[src/rtl/uart_irq_pkg.sv]
package uart_irq_pkg;
  localparam int ID_W    = 5;
  localparam int MODEM_W = 4;
  localparam int EN_W    = 4;

  // pending bit positions
  localparam int ID_LINE  = 0;
  localparam int ID_DATA  = 1;
  localparam int ID_TMO   = 2;
  localparam int ID_TX    = 3;
  localparam int ID_MODEM = 4;

  // modem input positions
  localparam int MD_CTS = 0;
  localparam int MD_DSR = 1;
  localparam int MD_RI  = 2;
  localparam int MD_DCD = 3;

  typedef struct packed {
    logic [ID_W-1:0]    setId;
    logic [ID_W-1:0]    clrId;
    logic [MODEM_W-1:0] deltaSet;
    logic               deltaClr;
  } irqStrobe_t;
endpackage

[src/rtl/uart_irq_ctrl.sv]
module uart_irq_ctrl
  import uart_irq_pkg::*;
#(
  parameter int SYNC_STAGES = 2
) (
  input  logic               clk,
  input  logic               rstN,
  input  logic               lineErrEvt,
  input  logic               rxDataEvt,
  input  logic               rxTimeoutEvt,
  input  logic               txSpaceEvt,
  input  logic [MODEM_W-1:0] modemIn,
  input  logic               ackWrite,
  input  logic [7:0]         ackData,
  output irqStrobe_t         strobe,
  output logic [MODEM_W-1:0] modemLevel
);
  localparam int LAST = SYNC_STAGES - 1;

  logic [SYNC_STAGES-1:0][MODEM_W-1:0] syncChain;
  logic [MODEM_W-1:0] prevLevel;
  logic [MODEM_W-1:0] anyEdge;
  logic [MODEM_W-1:0] deltaSet;
  logic [ID_W-1:0]    clrMask;
  logic               unusedAckHi;

  always_ff @(posedge clk or negedge rstN) begin
    if (!rstN) syncChain[0] <= '0;
    else       syncChain[0] <= modemIn;
  end

  generate
    for (genvar s = 1; s < SYNC_STAGES; s++) begin : g_sync
      always_ff @(posedge clk or negedge rstN) begin
        if (!rstN) syncChain[s] <= '0;
        else       syncChain[s] <= syncChain[s-1];
      end
    end
  endgenerate

  always_ff @(posedge clk or negedge rstN) begin
    if (!rstN) prevLevel <= '0;
    else       prevLevel <= syncChain[LAST];
  end

  assign modemLevel = syncChain[LAST];
  assign anyEdge    = syncChain[LAST] ^ prevLevel;

  always_comb begin
    deltaSet         = anyEdge;
    deltaSet[MD_RI]  = prevLevel[MD_RI] & ~syncChain[LAST][MD_RI];
  end

  assign clrMask     = ackWrite ? ackData[ID_W-1:0] : '0;
  assign unusedAckHi = ^ackData[7:ID_W];

  always_comb begin
    strobe                 = '0;
    strobe.setId[ID_LINE]  = lineErrEvt;
    strobe.setId[ID_DATA]  = rxDataEvt;
    strobe.setId[ID_TMO]   = rxTimeoutEvt;
    strobe.setId[ID_TX]    = txSpaceEvt;
    strobe.setId[ID_MODEM] = |deltaSet;
    strobe.clrId           = clrMask;
    strobe.deltaSet        = deltaSet;
    strobe.deltaClr        = clrMask[ID_MODEM];
  end

  // a rising RI must not request a ring delta
  assert_ri_rise_quiet_R8: assert property (@(posedge clk) disable iff (!rstN)
    (syncChain[LAST][MD_RI] && !prevLevel[MD_RI]) |-> !strobe.deltaSet[MD_RI]);
endmodule

[src/rtl/uart_irq_datapath.sv]
module uart_irq_datapath
  import uart_irq_pkg::*;
(
  input  logic               clk,
  input  logic               rstN,
  input  irqStrobe_t         strobe,
  input  logic [EN_W-1:0]    irqEnable,
  input  logic [MODEM_W-1:0] modemLevel,
  input  logic [7:0]         lineFlags,
  output logic [31:0]        statusWord,
  output logic               irqOut
);
  logic [ID_W-1:0]    idReg;
  logic [MODEM_W-1:0] deltaReg;
  logic [ID_W-1:0]    gateMask;

  generate
    for (genvar i = 0; i < ID_W; i++) begin : g_id
      always_ff @(posedge clk or negedge rstN) begin
        if (!rstN) idReg[i] <= 1'b0;
        else       idReg[i] <= (idReg[i] & ~strobe.clrId[i]) | strobe.setId[i];
      end

      assert_set_wins_R7: assert property (@(posedge clk) disable iff (!rstN)
        strobe.setId[i] |=> idReg[i]);
      assert_clear_R5: assert property (@(posedge clk) disable iff (!rstN)
        (strobe.clrId[i] && !strobe.setId[i]) |=> !idReg[i]);
      assert_hold_R2: assert property (@(posedge clk) disable iff (!rstN)
        (!strobe.clrId[i] && !strobe.setId[i]) |=> $stable(idReg[i]));
    end
  endgenerate

  always_ff @(posedge clk or negedge rstN) begin
    if (!rstN) deltaReg <= '0;
    else       deltaReg <= (deltaReg & ~{MODEM_W{strobe.deltaClr}}) | strobe.deltaSet;
  end

  always_comb begin
    gateMask           = '0;
    gateMask[ID_LINE]  = irqEnable[2];
    gateMask[ID_DATA]  = irqEnable[0];
    gateMask[ID_TMO]   = irqEnable[0];
    gateMask[ID_TX]    = irqEnable[1];
    gateMask[ID_MODEM] = irqEnable[3];
  end

  assign irqOut     = |(idReg & gateMask);
  assign statusWord = {8'h00, lineFlags, modemLevel, deltaReg, 3'b000, idReg};

  // a delta never outlives the modem-status pending bit
  assert_delta_needs_pending_R10: assert property (@(posedge clk) disable iff (!rstN)
    (|deltaReg) |-> idReg[ID_MODEM]);
endmodule

[src/rtl/uart_irq_ident.sv]
module uart_irq_ident
  import uart_irq_pkg::*;
#(
  parameter int SYNC_STAGES = 2
) (
  input  logic        clk,
  input  logic        rstN,
  input  logic        lineErrEvt,
  input  logic        rxDataEvt,
  input  logic        rxTimeoutEvt,
  input  logic        txSpaceEvt,
  input  logic [3:0]  modemIn,
  input  logic [7:0]  lineFlags,
  input  logic [3:0]  irqEnable,
  input  logic        ackWrite,
  input  logic [7:0]  ackData,
  output logic [31:0] statusWord,
  output logic        irqOut
);
  irqStrobe_t         strobe;
  logic [MODEM_W-1:0] modemLevel;

  uart_irq_ctrl #(.SYNC_STAGES(SYNC_STAGES)) u_ctrl (
    .clk(clk), .rstN(rstN),
    .lineErrEvt(lineErrEvt), .rxDataEvt(rxDataEvt),
    .rxTimeoutEvt(rxTimeoutEvt), .txSpaceEvt(txSpaceEvt),
    .modemIn(modemIn), .ackWrite(ackWrite), .ackData(ackData),
    .strobe(strobe), .modemLevel(modemLevel)
  );

  uart_irq_datapath u_dp (
    .clk(clk), .rstN(rstN), .strobe(strobe), .irqEnable(irqEnable),
    .modemLevel(modemLevel), .lineFlags(lineFlags),
    .statusWord(statusWord), .irqOut(irqOut)
  );

  assert_irq_needs_pending_R3: assert property (@(posedge clk) disable iff (!rstN)
    irqOut |-> (statusWord[4:0] != 5'd0));
  assert_reserved_zero_R6: assert property (@(posedge clk) disable iff (!rstN)
    (statusWord[7:5] == 3'd0) && (statusWord[31:24] == 8'd0));
endmodule

[config.mk]
export PLATFORM = sky130hd
export DESIGN_NAME = uart_irq_ident
export DESIGN_NICKNAME = d
export VERILOG_FILES = /design/src/rtl/uart_irq_pkg.sv /design/src/rtl/uart_irq_ctrl.sv /design/src/rtl/uart_irq_datapath.sv /design/src/rtl/uart_irq_ident.sv
export SDC_FILE = /design/constraint.sdc
export NUM_CORES = 1
export LEC_CHECK = 0
export ABC_AREA = 1
export ABC_CLOCK_PERIOD_IN_PS = 2800
export BUFFER_PORTS_ARGS = -buffer_cell sky130_fd_sc_hd__buf_2
export CORE_ASPECT_RATIO = 0.6
export CORE_UTILIZATION = 27
export CTS_BUF_LIST = sky130_fd_sc_hd__clkbuf_2 sky130_fd_sc_hd__clkbuf_4 sky130_fd_sc_hd__clkbuf_8
export CTS_CLUSTER_DIAMETER = 30
export DETAILED_ROUTE_END_ITERATION = 7
export PLACE_DENSITY = 0.64
export SYNTH_ARGS = -nofsm -noshare
export SYNTH_HDL_FRONTEND = slang
export SYNTH_SLANG_ARGS = --single-unit
export TNS_END_PERCENT = 50
[constraint.sdc]
create_clock -name clk -period 2.8 [get_ports clk]
set_clock_uncertainty 0.15 [all_clocks]
set_input_delay 0.14 -clock clk [delete_from_list [all_inputs] [get_ports clk]]
set_output_delay 0.14 -clock clk [all_outputs]
set_load 0.01 [all_outputs]
==> results by group, run 1 <==
Floorplan
  • Die Y: 46.3 um
  • Die ar.: 0.00351 mm2
  • Row count: 15
  • Initial core utilization: 29.6%
  • Die Wd: 75.8 um
  • Core area: 0.00298 mm2
  • I/O Pins: 64

Worst setup path
  • Worst setup SP type: register
  • Worst-path fanout max: 3
  • CP bufs+invs: 1
  • Crit Reg-Reg Startpoint: u_ctrl.modemLevel[1]$_DFF_PN0_
  • Crit-path slowest cell: dfrtp_1
  • CP Capture Point: irqOut
  • CP Class: reg -> out
  • R2R depth: 5
  • Slowest stage delay, CP: 400 ps
  • Worst Setup End Kind: primary output
  • Register-to-register setup slack: 1800 ps
  • Critical path origin: u_dp.statusWord[1]$_DFF_PN0_
  • Critical R2R Capture: u_dp.statusWord[4]$_DFF_PN0_
  • Data arrival, critical path: 1090 ps
  • Crit path max-delay family: flip-flops
  • Critical path cell sequence: o21ai_0, nand4_1, buf_2
  • CP Depth: 3
  • WP data required: 2510 ps

Power
  • Leakage: 0.000573 uW
  • Sw Share: 24.4%
  • Power Dens Cells: 550 mW/mm2
  • NetSw: 148 uW
  • Power Internal: 459 uW
  • Worst vdd ir: 0.290 mV
  • Clk pwr share: 32.3%
  • Sequential share of power: 54.8%
  • Part of the power in combinational logic: 12.9%

Placement
  • Gpl congestion: 0.638
  • Placed insts: 147
  • HPWL Detailed: 1200 um
  • Port Buffer Count: 33

GRT
  • Total track usage: 8.94%
  • Initial antenna violation count: 0
  • Congestion Overflow GR: 0
  • Largest net degree at the start of global routing: 22
  • Vias in the first global route: 530
  • First-pass GRT wire length: 2160 um

CTS
  • CTS sink count: 21
  • Max clock buf depth: 2
  • Post-cts sizing count: 0
  • Worst skew pair latency: 260 ps
  • Root buf cell: clkbuf_8
  • Clock-pin slew on the worst setup and hold paths: 70 ps
  • TritonCTS buffer count: 3
  • CTS tree: built
  • H-tree depth: 1

Timing
  • Fin. Hold Viols: 0
  • Fin. max-slew vios: 0
  • Tcrit/Tclk final: 49.2%
  • Final setup viols: 0
  • Max Freq: 725 MHz
  • Minimum clock period: 1380 ps
  • RSZ-0062 raised after global routing: no
  • Post-Route Setup TNS: 0 ps

Route
  • Vias/cell: 3.78
  • WL/cell: 9.76 um
  • Detail Route Antenna Nets: 0
  • Vias: 605
  • Drt first pass iters: 3
  • Final wirelength: 1560 um
  • Remaining routing DRC violations: 0
  • Drt initial violations: 3

Cells and area
  • Layout Nets: 150
  • Antenna Cells: 0
  • Commonest non-fill, non-tap cell in the layout: buf_2
  • Area Growth Syn to Fin: 25.1%
  • Post-Layout Cell Count: 160
  • Most frequent cells in the layout: buf_2 (33), dfrtp_1 (21), nand2_1 (19), conb_1 (11), dlygate4sd3_1 (9)
  • Share of layout cells above drive strength 1: 31.4%
  • Fillers: 302

Yosys
  • Netlist cell types: 12
  • YS warnings: 0
  • Synthesized flop and latch total: 21
  • Seq/Total Area, Yosys: 59.6%
  • Post-synthesis area per instance: 10.4 um2
  • Mapped Area: 882 um2
  • Gate Count Post-Synth: 85

Worst hold path
  • Worst Hold Class: in -> reg
  • HP Start: ackData[0]

Status
  • Outcome: complete, no violations

Flow run
  • Max Cap Viol: 0
registers in the layout, indices dropped and copies added, names as in the netlist:
name / count
u_ctrl.modemLevel: 4
u_ctrl.prevLevel: 4
u_ctrl.syncChain: 4
u_dp.statusWord: 5
u_dp.deltaReg: 4
area by class of cell:
cell class	count	area [um2]	share of cell area [%]
timing repair buffer	42	255	23.1
inverter	6	22.5	2.04
sequential	21	526	47.6
tap	42	52.6	4.76
multi-input combinational	45	199	18.0
clock inverter	1	7.51	0.680
clock buffer	3	41.3	3.74
kinds of logic after synthesis:
logic type	synth area share (%)
buf+inv	22.1
simple gates	11.8
flops	59.6
compound gates	5.11
xor+xnor	0.993
other cells	0.425
through the flow:
step                      power, uW  hold slack, ps  area [um2]  utilization, %  setup WS [ps]
final                           607            16.0        1100            37.0           1420
after floorplan                 397            -306         920               -           1810
after detailed placement        409           -25.8         965            32.3           1690
after global placement          406           -39.4         965            32.3           1760
after global routing            648            18.3        1100            37.0           1350
after CTS                       621            8.55        1100            37.0           1400
metal layers:
layer / vias to the layer above / part of all wire [%] / global-route usage (%)
li1: 293 / - / -
met1: 281 / 42 / 9.10
met2: 31 / 47 / 15.8
met3: 0 / 11 / 6.13
met4: 0 / 0 / 1.11
met5: - / 0 / 0
power groups by stage:
stage	clock network, uW	registers [uW]	logic [uW]
floorplan	0	342	54.6
finish	196	333	78.4
detailed placement	0	339	70.3
global route	223	335	89.3
CTS	208	333	80.0
global placement	0	337	68.8
worst min-delay path, cell delays in order:
cell and delay, ps:
buf_2 100, nand2_1 50, a21o_1 100
what timing repair did:
item / 4_1_cts / 5_1_grt
endpoints found under the hold margin: 29 / 0
hold buffers: 9 / 0
setup endpoints to repair: 0 / 0
buffers inserted: 0 / 0
how the worst min path moves through the flow:
stage,end,slack (ps),cells past startpoint
global route,u_dp.statusWord[0]$_DFF_PN0_,20,3
detailed placement,u_ctrl.modemLevel[0]$_DFF_PN0_,-30,1
CTS,u_dp.statusWord[1]$_DFF_PN0_,9,3
finish,u_dp.statusWord[0]$_DFF_PN0_,20,3
global placement,u_ctrl.syncChain[0]$_DFF_PN0_,-40,1
floorplan,u_ctrl.modemLevel[0]$_DFF_PN0_,-310,0
cells in the mapped netlist:
cell      n  share of area (%)
buf_4    23                 20
dfrtp_1  21                 60
nand2_1  19                8.1
inv_1     6                2.6
a21o_1    4                3.4
nand3_1   3                1.7
nor2_1    3                1.3
o21ai_0   2                1.1
a21oi_1   1               0.57
conb_1    1               0.43
nand4_1   1               0.71
xnor2_1   1               0.99
Note: power is estimated with default switching activity, not from simulation.
==> run 2, diff against run 1 <==
--- a/config.mk
+++ b/config.mk
@@ -6,14 +6,14 @@
 export NUM_CORES = 1
 export LEC_CHECK = 0
 export ABC_AREA = 1
-export ABC_CLOCK_PERIOD_IN_PS = 2800
+export ABC_CLOCK_PERIOD_IN_PS = 1200
 export BUFFER_PORTS_ARGS = -buffer_cell sky130_fd_sc_hd__buf_2
 export CORE_ASPECT_RATIO = 0.6
 export CORE_UTILIZATION = 27
 export CTS_BUF_LIST = sky130_fd_sc_hd__clkbuf_2 sky130_fd_sc_hd__clkbuf_4 sky130_fd_sc_hd__clkbuf_8
 export CTS_CLUSTER_DIAMETER = 30
 export DETAILED_ROUTE_END_ITERATION = 7
-export PLACE_DENSITY = 0.64
+export PLACE_DENSITY = 0.66
 export SYNTH_ARGS = -nofsm -noshare
 export SYNTH_HDL_FRONTEND = slang
 export SYNTH_SLANG_ARGS = --single-unit
==> constraint.sdc (replaced) <==
create_clock -name clk -period 1.2 [get_ports clk]
set_clock_uncertainty 0.15 [all_clocks]
set_input_delay 0.06 -clock clk [delete_from_list [all_inputs] [get_ports clk]]
set_output_delay 0.06 -clock clk [all_outputs]
set_load 0.01 [all_outputs]
==> run 2 against run 1 <==
The run now ends with negative setup slack left. Setup slack got worse by 1500 ps. First-iteration DRC count shrank 33%. Worst hold slack better by 100 ps. Largest power group unchanged.
==> results by group, run 2 (synthesis gave the netlist of run 1 again) <==
Power
  • Power Dens Cells: 1170 mW/mm2 (+110%)
  • Worst vdd ir: 0.609 mV (+110%)
  • Leakage: 0.000640 uW (+12%)

Worst setup path
  • Worst Setup End Kind: primary output
  • Data arrival, critical path: 1030 ps (-60 ps)
  • Crit-path slowest cell: dfrtp_1
  • Slowest stage delay, CP: 380 ps (-20 ps)
  • Critical path cell sequence: o21ai_1, nand4_1, buf_2
  • Worst setup SP type: register
  • WP data required: 990 ps (-1520 ps)
  • Worst-path fanout max: 2 (-1)
  • CP Class: reg -> out

CTS
  • H-tree depth: 1 (unchanged)
  • TritonCTS buffer count: 3 (unchanged)
  • Root buf cell: clkbuf_8
  • CTS sink count: 21 (unchanged)
  • Clock-pin slew on the worst setup and hold paths: 80 ps (about the same)
  • Max clock buf depth: 2 (unchanged)
  • Worst skew pair latency: 260 ps (about the same)
  • CTS tree: built

GRT
  • Vias in the first global route: 613 (+16%)
  • Largest net degree at the start of global routing: 22 (unchanged)
  • Initial antenna violation count: 0 (unchanged)
  • Congestion Overflow GR: 0 (unchanged)
  • Total track usage: 9.66% (+0.72 points)
  • First-pass GRT wire length: 2370 um (+9.6%)

Placement
  • Gpl congestion: 0.713 (+12%)
  • Port Buffer Count: 33 (unchanged)
  • HPWL Detailed: 1170 um (-2.2%)
  • Pre-CTS setup slack: 165 ps (-1520 ps)

Route
  • Vias: 683 (+13%)
  • Remaining routing DRC violations: 0 (unchanged)
  • Drt first pass iters: 4 (+1)
  • WL/cell: 9.14 um (-6.3%)
  • Drt initial violations: 2 (-1)
  • Vias/cell: 3.88 (+2.6%)
  • Detail Route Antenna Nets: 0 (unchanged)
  • Final wirelength: 1610 um (+3.1%)

Worst hold path
  • Worst Hold Class: in -> async

Timing
  • Tcrit/Tclk final: 103%
  • Fin. Hold Viols: 0 (unchanged)
  • Max Freq: 809 MHz
  • Final setup viols: 1 (+1)
  • Minimum clock period: 1240 ps
  • Fin. max-slew vios: 0 (unchanged)
  • Post-route setup slack: -36.8 ps (-1460 ps)
  • Hold WS: 120 ps (+104 ps)
  • RSZ-0062 raised after global routing: yes

Cells and area
  • Commonest non-fill, non-tap cell in the layout: buf_2
  • Layout Nets: 166 (+11%)
  • Max reg flops: 5 (unchanged)
  • Area Growth Syn to Fin: 42.7%
  • Share of layout cells above drive strength 1: 29.1% (-2.3 points)
  • Fillers: 279 (-7.6%)
  • Most frequent cells in the layout: buf_2 (33), dlygate4sd3_1 (23), dfrtp_1 (21), nand2_1 (19), conb_1 (11)
  • Final Core Density: 42.2% (+5.2 points)
  • Antenna Cells: 0 (unchanged)

Floorplan
  • Core area: 0.00298 mm2 (unchanged)
  • Row count: 15 (unchanged)
  • Die ar.: 0.00351 mm2 (unchanged)
  • Initial core utilization: 29.6% (unchanged)
  • I/O Pins: 64 (unchanged)
  • Die Wd: 75.8 um (unchanged)
  • Die Y: 46.3 um (unchanged)

Status
  • Outcome: finished, violations left
  • Violated checks: negative setup slack

Flow run
  • Max Cap Viol: 0 (unchanged)
## run 2: area by class of cell
cell class | instances | area (um2) | area share (%)
sequential | 21 | 526 | 41.7
inverter | 6 | 22.5 | 1.79
tap | 42 | 52.6 | 4.17
clock buffer | 3 | 41.3 | 3.28
timing repair buffer | 58 | 410 | 32.6
multi-input combinational | 45 | 199 | 15.8
clock inverter | 1 | 7.51 | 0.596
## run 2: metrics by stage
stage | setup TNS, ps | total power [uW] | std cells | instance area (um2)
2_1_floorplan | 0 | 925 | 95 | 920
3_3_place_gp | 0 | 948 | 147 | 965
3_5_place_dp | 0 | 954 | 147 | 965
4_1_cts | -61.4 | 1500 | 176 | 1260
5_1_grt | -104 | 1570 | 176 | 1260
6_report | -36.8 | 1470 | 176 | 1260
## run 2: path summary, 6_finish.rpt
check	slack (ps)	endpoint	startpoint	cells after the start
max	-40	irqOut	u_dp.statusWord[1]$_DFF_PN0_	3
min	120	u_ctrl.syncChain[3]$_DFF_PN0_	rstN	2
max reg2reg	210	u_dp.statusWord[4]$_DFF_PN0_	u_ctrl.modemLevel[1]$_DFF_PN0_	5
min reg2reg	200	u_ctrl.modemLevel[2]$_DFF_PN0_	u_ctrl.syncChain[2]$_DFF_PN0_	0
max in group asynchronous	470	u_dp.deltaReg[1]$_DFF_PN0_	rstN	2
min in group clk	200	u_ctrl.modemLevel[2]$_DFF_PN0_	u_ctrl.syncChain[2]$_DFF_PN0_	0
## run 2: power by group
part | internal [uW] | total, uW | leakage [uW] | switching [uW]
Combinational | 121 | 235 | 0.000388 | 113
Clock | 234 | 466 | 0.0000217 | 232
Sequential | 751 | 773 | 0.000231 | 22.7
Total | 1110 | 1470 | 0.000640 | 368
## run 2: repair_timing
action / CTS / global route
gates cloned: 0 / 0
setup buffers: 2 / 0
setup endpoints to repair: 1 / 1
hold buffers: 23 / 0
resized for setup: 1 / 0
endpoints found under the hold margin: 38 / 0
## run 2: critical path, delay by kind of cell, from the launching register on
family / cells / cell delay (ps)
DFF: 1 / 380
AOI/OAI and AO/OA: 1 / 130
buffers and inverters: 1 / 150
and+or+nand+nor: 1 / 100
## run 2: metal layers
layer / part of all wire (%) / vias to the layer above / track usage (%)
li1: - / 325 / -
met1: 39 / 313 / 8.97
met2: 50 / 45 / 18.9
met3: 11 / 0 / 5.69
met4: 0 / 0 / 1.11
met5: 0 / - / 0
==> run 3, diff against run 2 <==
--- a/config.mk
+++ b/config.mk
@@ -13,7 +13,9 @@
 export CTS_BUF_LIST = sky130_fd_sc_hd__clkbuf_2 sky130_fd_sc_hd__clkbuf_4 sky130_fd_sc_hd__clkbuf_8
 export CTS_CLUSTER_DIAMETER = 30
 export DETAILED_ROUTE_END_ITERATION = 7
+export GPL_TIMING_DRIVEN = 0
 export PLACE_DENSITY = 0.66
+export REMOVE_ABC_BUFFERS = 1
 export SYNTH_ARGS = -nofsm -noshare
 export SYNTH_HDL_FRONTEND = slang
 export SYNTH_SLANG_ARGS = --single-unit
==> run 3 against run 2 <==
The run now ends clean. Non-clock buffer count decreased by 1. Largest power group unchanged. Sequential power about the same. Worst hold slack got worse by 120 ps. Maximum frequency increased by 3.9%. Die area unchanged. Clock power about the same. Register-to-register slack about the same.
==> results by group, run 3 (synthesis gave the netlist of run 1 again) <==
Status
  • Outcome: complete, no violations

CTS
  • TritonCTS buffer count: 3 (unchanged)
  • CTS sink count: 21 (unchanged)
  • Root buf cell: clkbuf_8
  • Max clock buf depth: 2 (unchanged)
  • CTS tree: built
  • Worst skew pair latency: 260 ps (about the same)
  • H-tree depth: 1 (unchanged)
  • Clock-pin slew on the worst setup and hold paths: 80 ps (about the same)

Cells and area
  • Most frequent cells in the layout: buf_2 (33), dlygate4sd3_1 (22), dfrtp_1 (21), nand2_1 (19), conb_1 (11)
  • Area Growth Syn to Fin: 41.6%
  • Final Core Density: 41.8% (-0.34 points)
  • Fillers: 303 (+8.6%)
  • Commonest non-fill, non-tap cell in the layout: buf_2
  • Max reg flops: 5 (unchanged)
  • Antenna Cells: 0 (unchanged)
  • Share of layout cells above drive strength 1: 29.3% (+0.22 points)
  • Layout Nets: 165 (-0.60%)

Timing
  • Fin. max-slew vios: 0 (unchanged)
  • Fin. Hold Viols: 0 (unchanged)
  • RSZ-0062 raised after global routing: yes
  • Minimum clock period: 1190 ps (-46.8 ps)
  • Max Freq: 840 MHz (+3.9%)
  • Tcrit/Tclk final: 99.2% (-3.9 points)
  • Post-route setup slack: 9.94 ps (+46.8 ps)
  • Final setup viols: 0 (-1)

Power
  • Leakage: 0.000636 uW (-0.65%)
  • Clk pwr share: 31.5% (about the same)
  • NetSw: 367 uW (-0.14%)
  • Sw Share: 25.0% (about the same)
  • Sequential share of power: 52.6% (about the same)
  • Power Internal: 1100 uW (-0.20%)
  • Worst vdd ir: 0.633 mV (+3.9%)
  • Power Dens Cells: 1180 mW/mm2 (+0.61%)
  • Part of the power in combinational logic: 15.9% (about the same)

Route
  • Drt initial violations: 51 (+49)
  • Detail Route Antenna Nets: 0 (unchanged)
  • Final wirelength: 1670 um (+4.0%)
  • Vias: 663 (-2.9%)
  • Remaining routing DRC violations: 0 (unchanged)
  • Drt first pass iters: 3 (-1)
  • WL/cell: 9.57 um (+4.6%)
  • Vias/cell: 3.79 (-2.4%)

GRT
  • First-pass GRT wire length: 2420 um (+2.1%)
  • Largest net degree at the start of global routing: 22 (unchanged)
  • Met3 Usage GRT: 6.13% (+0.44 points)
  • M1 GR Usage: 11.3% (+2.3 points)
  • Initial antenna violation count: 0 (unchanged)
  • GR Util met2: 16.6% (-2.3 points)
  • Total track usage: 9.95% (+0.29 points)
  • GRT busiest layer: met2
  • Congestion Overflow GR: 0 (unchanged)
  • Vias in the first global route: 557 (-9.1%)

Worst setup path
  • CP Class: reg -> out
  • Crit Reg-Reg Startpoint: u_ctrl.modemLevel[1]$_DFF_PN0_
  • R2R depth: 4 (-1)
  • Register-to-register setup slack: 210 ps (about the same)
  • Critical R2R Capture: u_dp.statusWord[4]$_DFF_PN0_
  • Worst setup SP type: register
  • Critical path cell sequence: o21ai_1, nand4_1, buf_2
  • Crit-path slowest cell: dfrtp_1
  • Worst-path fanout max: 2 (unchanged)
  • Slowest stage delay, CP: 380 ps (about the same)
  • Data arrival, critical path: 980 ps (-50 ps)
  • WP data required: 990 ps (about the same)
  • Worst Setup End Kind: primary output

Floorplan
  • Core area: 0.00298 mm2 (unchanged)
  • Die Wd: 75.8 um (unchanged)
  • Die Y: 46.3 um (unchanged)
  • I/O Pins: 64 (unchanged)
  • Initial core utilization: 29.6% (unchanged)
  • Die ar.: 0.00351 mm2 (unchanged)
  • Row count: 15 (unchanged)

Worst hold path
  • Hold path depth: 4
  • Worst Hold Class: in -> reg
  • Hold EP: u_dp.statusWord[4]$_DFF_PN0_
  • HP Start: ackData[4]

Placement
  • Pre-CTS setup slack: 214 ps (+49.9 ps)
  • Port Buffer Count: 33 (unchanged)
  • Gpl congestion: 0.637 (-11%)

Flow run
  • Max Cap Viol: 0 (unchanged)
## run 3: through the flow
stage          hold slack, ps  power [uW]  setup TNS (ps)  instances  instance area, um2
4_1_cts                  2.90        1500           -8.81        175                1250
3_3_place_gp             -120         947               0        147                 965
6_report                 2.05        1470               0        175                1250
2_1_floorplan            -386         862               0         72                 747
5_1_grt                  54.6        1560           -33.0        175                1250
3_5_place_dp             -102         953               0        147                 965
## run 3: layout make-up
class / instances / area, um2 / share of cell area (%)
repair buffers: 57 / 400 / 32.1
inverters: 6 / 22.5 / 1.80
multi-input cells: 45 / 199 / 15.9
well taps: 42 / 52.6 / 4.21
clock buffers: 3 / 41.3 / 3.31
clock inverters: 1 / 7.51 / 0.601
flip-flops and latches: 21 / 526 / 42.1
## run 3: worst max path at each step
| stage | start | slack (ps) | endpoint | cells after the start |
|---|---|---|---|---|
| after floorplan | u_ctrl.modemLevel[1]$_DFF_PN0_ | 230 | u_dp.statusWord[4]$_DFF_PN0_ | 5 |
| after global placement | u_ctrl.modemLevel[1]$_DFF_PN0_ | 240 | u_dp.statusWord[4]$_DFF_PN0_ | 4 |
| after detailed placement | u_ctrl.modemLevel[1]$_DFF_PN0_ | 210 | u_dp.statusWord[4]$_DFF_PN0_ | 4 |
| after CTS | u_dp.statusWord[1]$_DFF_PN0_ | -9 | irqOut | 3 |
| after global routing | u_dp.statusWord[2]$_DFF_PN0_ | -30 | irqOut | 3 |
| final | u_dp.statusWord[2]$_DFF_PN0_ | 10 | irqOut | 3 |
## run 3: power groups by stage
stage,Combinational [uW],Sequential [uW],Clock [uW]
after floorplan,59.7,802,0
after global placement,160,786,0
after detailed placement,164,789,0
after CTS,236,774,492
after global routing,265,780,513
final,234,773,464
## run 3: what timing repair did
item | in CTS | in global routing
hold buffers | 22 | 0
gates resized for setup | 1 | 0
endpoints found under the hold margin | 37 | 0
gates cloned | 0 | 0
pin swaps | 0 | 1
endpoints found under the setup margin | 1 | 1
setup buffers | 2 | 0
## run 3: per-layer routing
| metal | share of wire (%) | up-vias |
|---|---|---|
| met4 | 0.36 | 0 |
| met5 | 0 | - |
| li1 | - | 323 |
| met2 | 48 | 34 |
| met1 | 41 | 304 |
| met3 | 11 | 2 |
## run 3: critical path: cells and delay by family, from the launching register on
kind,cells,cell delay (ps)
flops,1,380
simple gates,1,70
compound gates,1,130
buf+inv,1,140
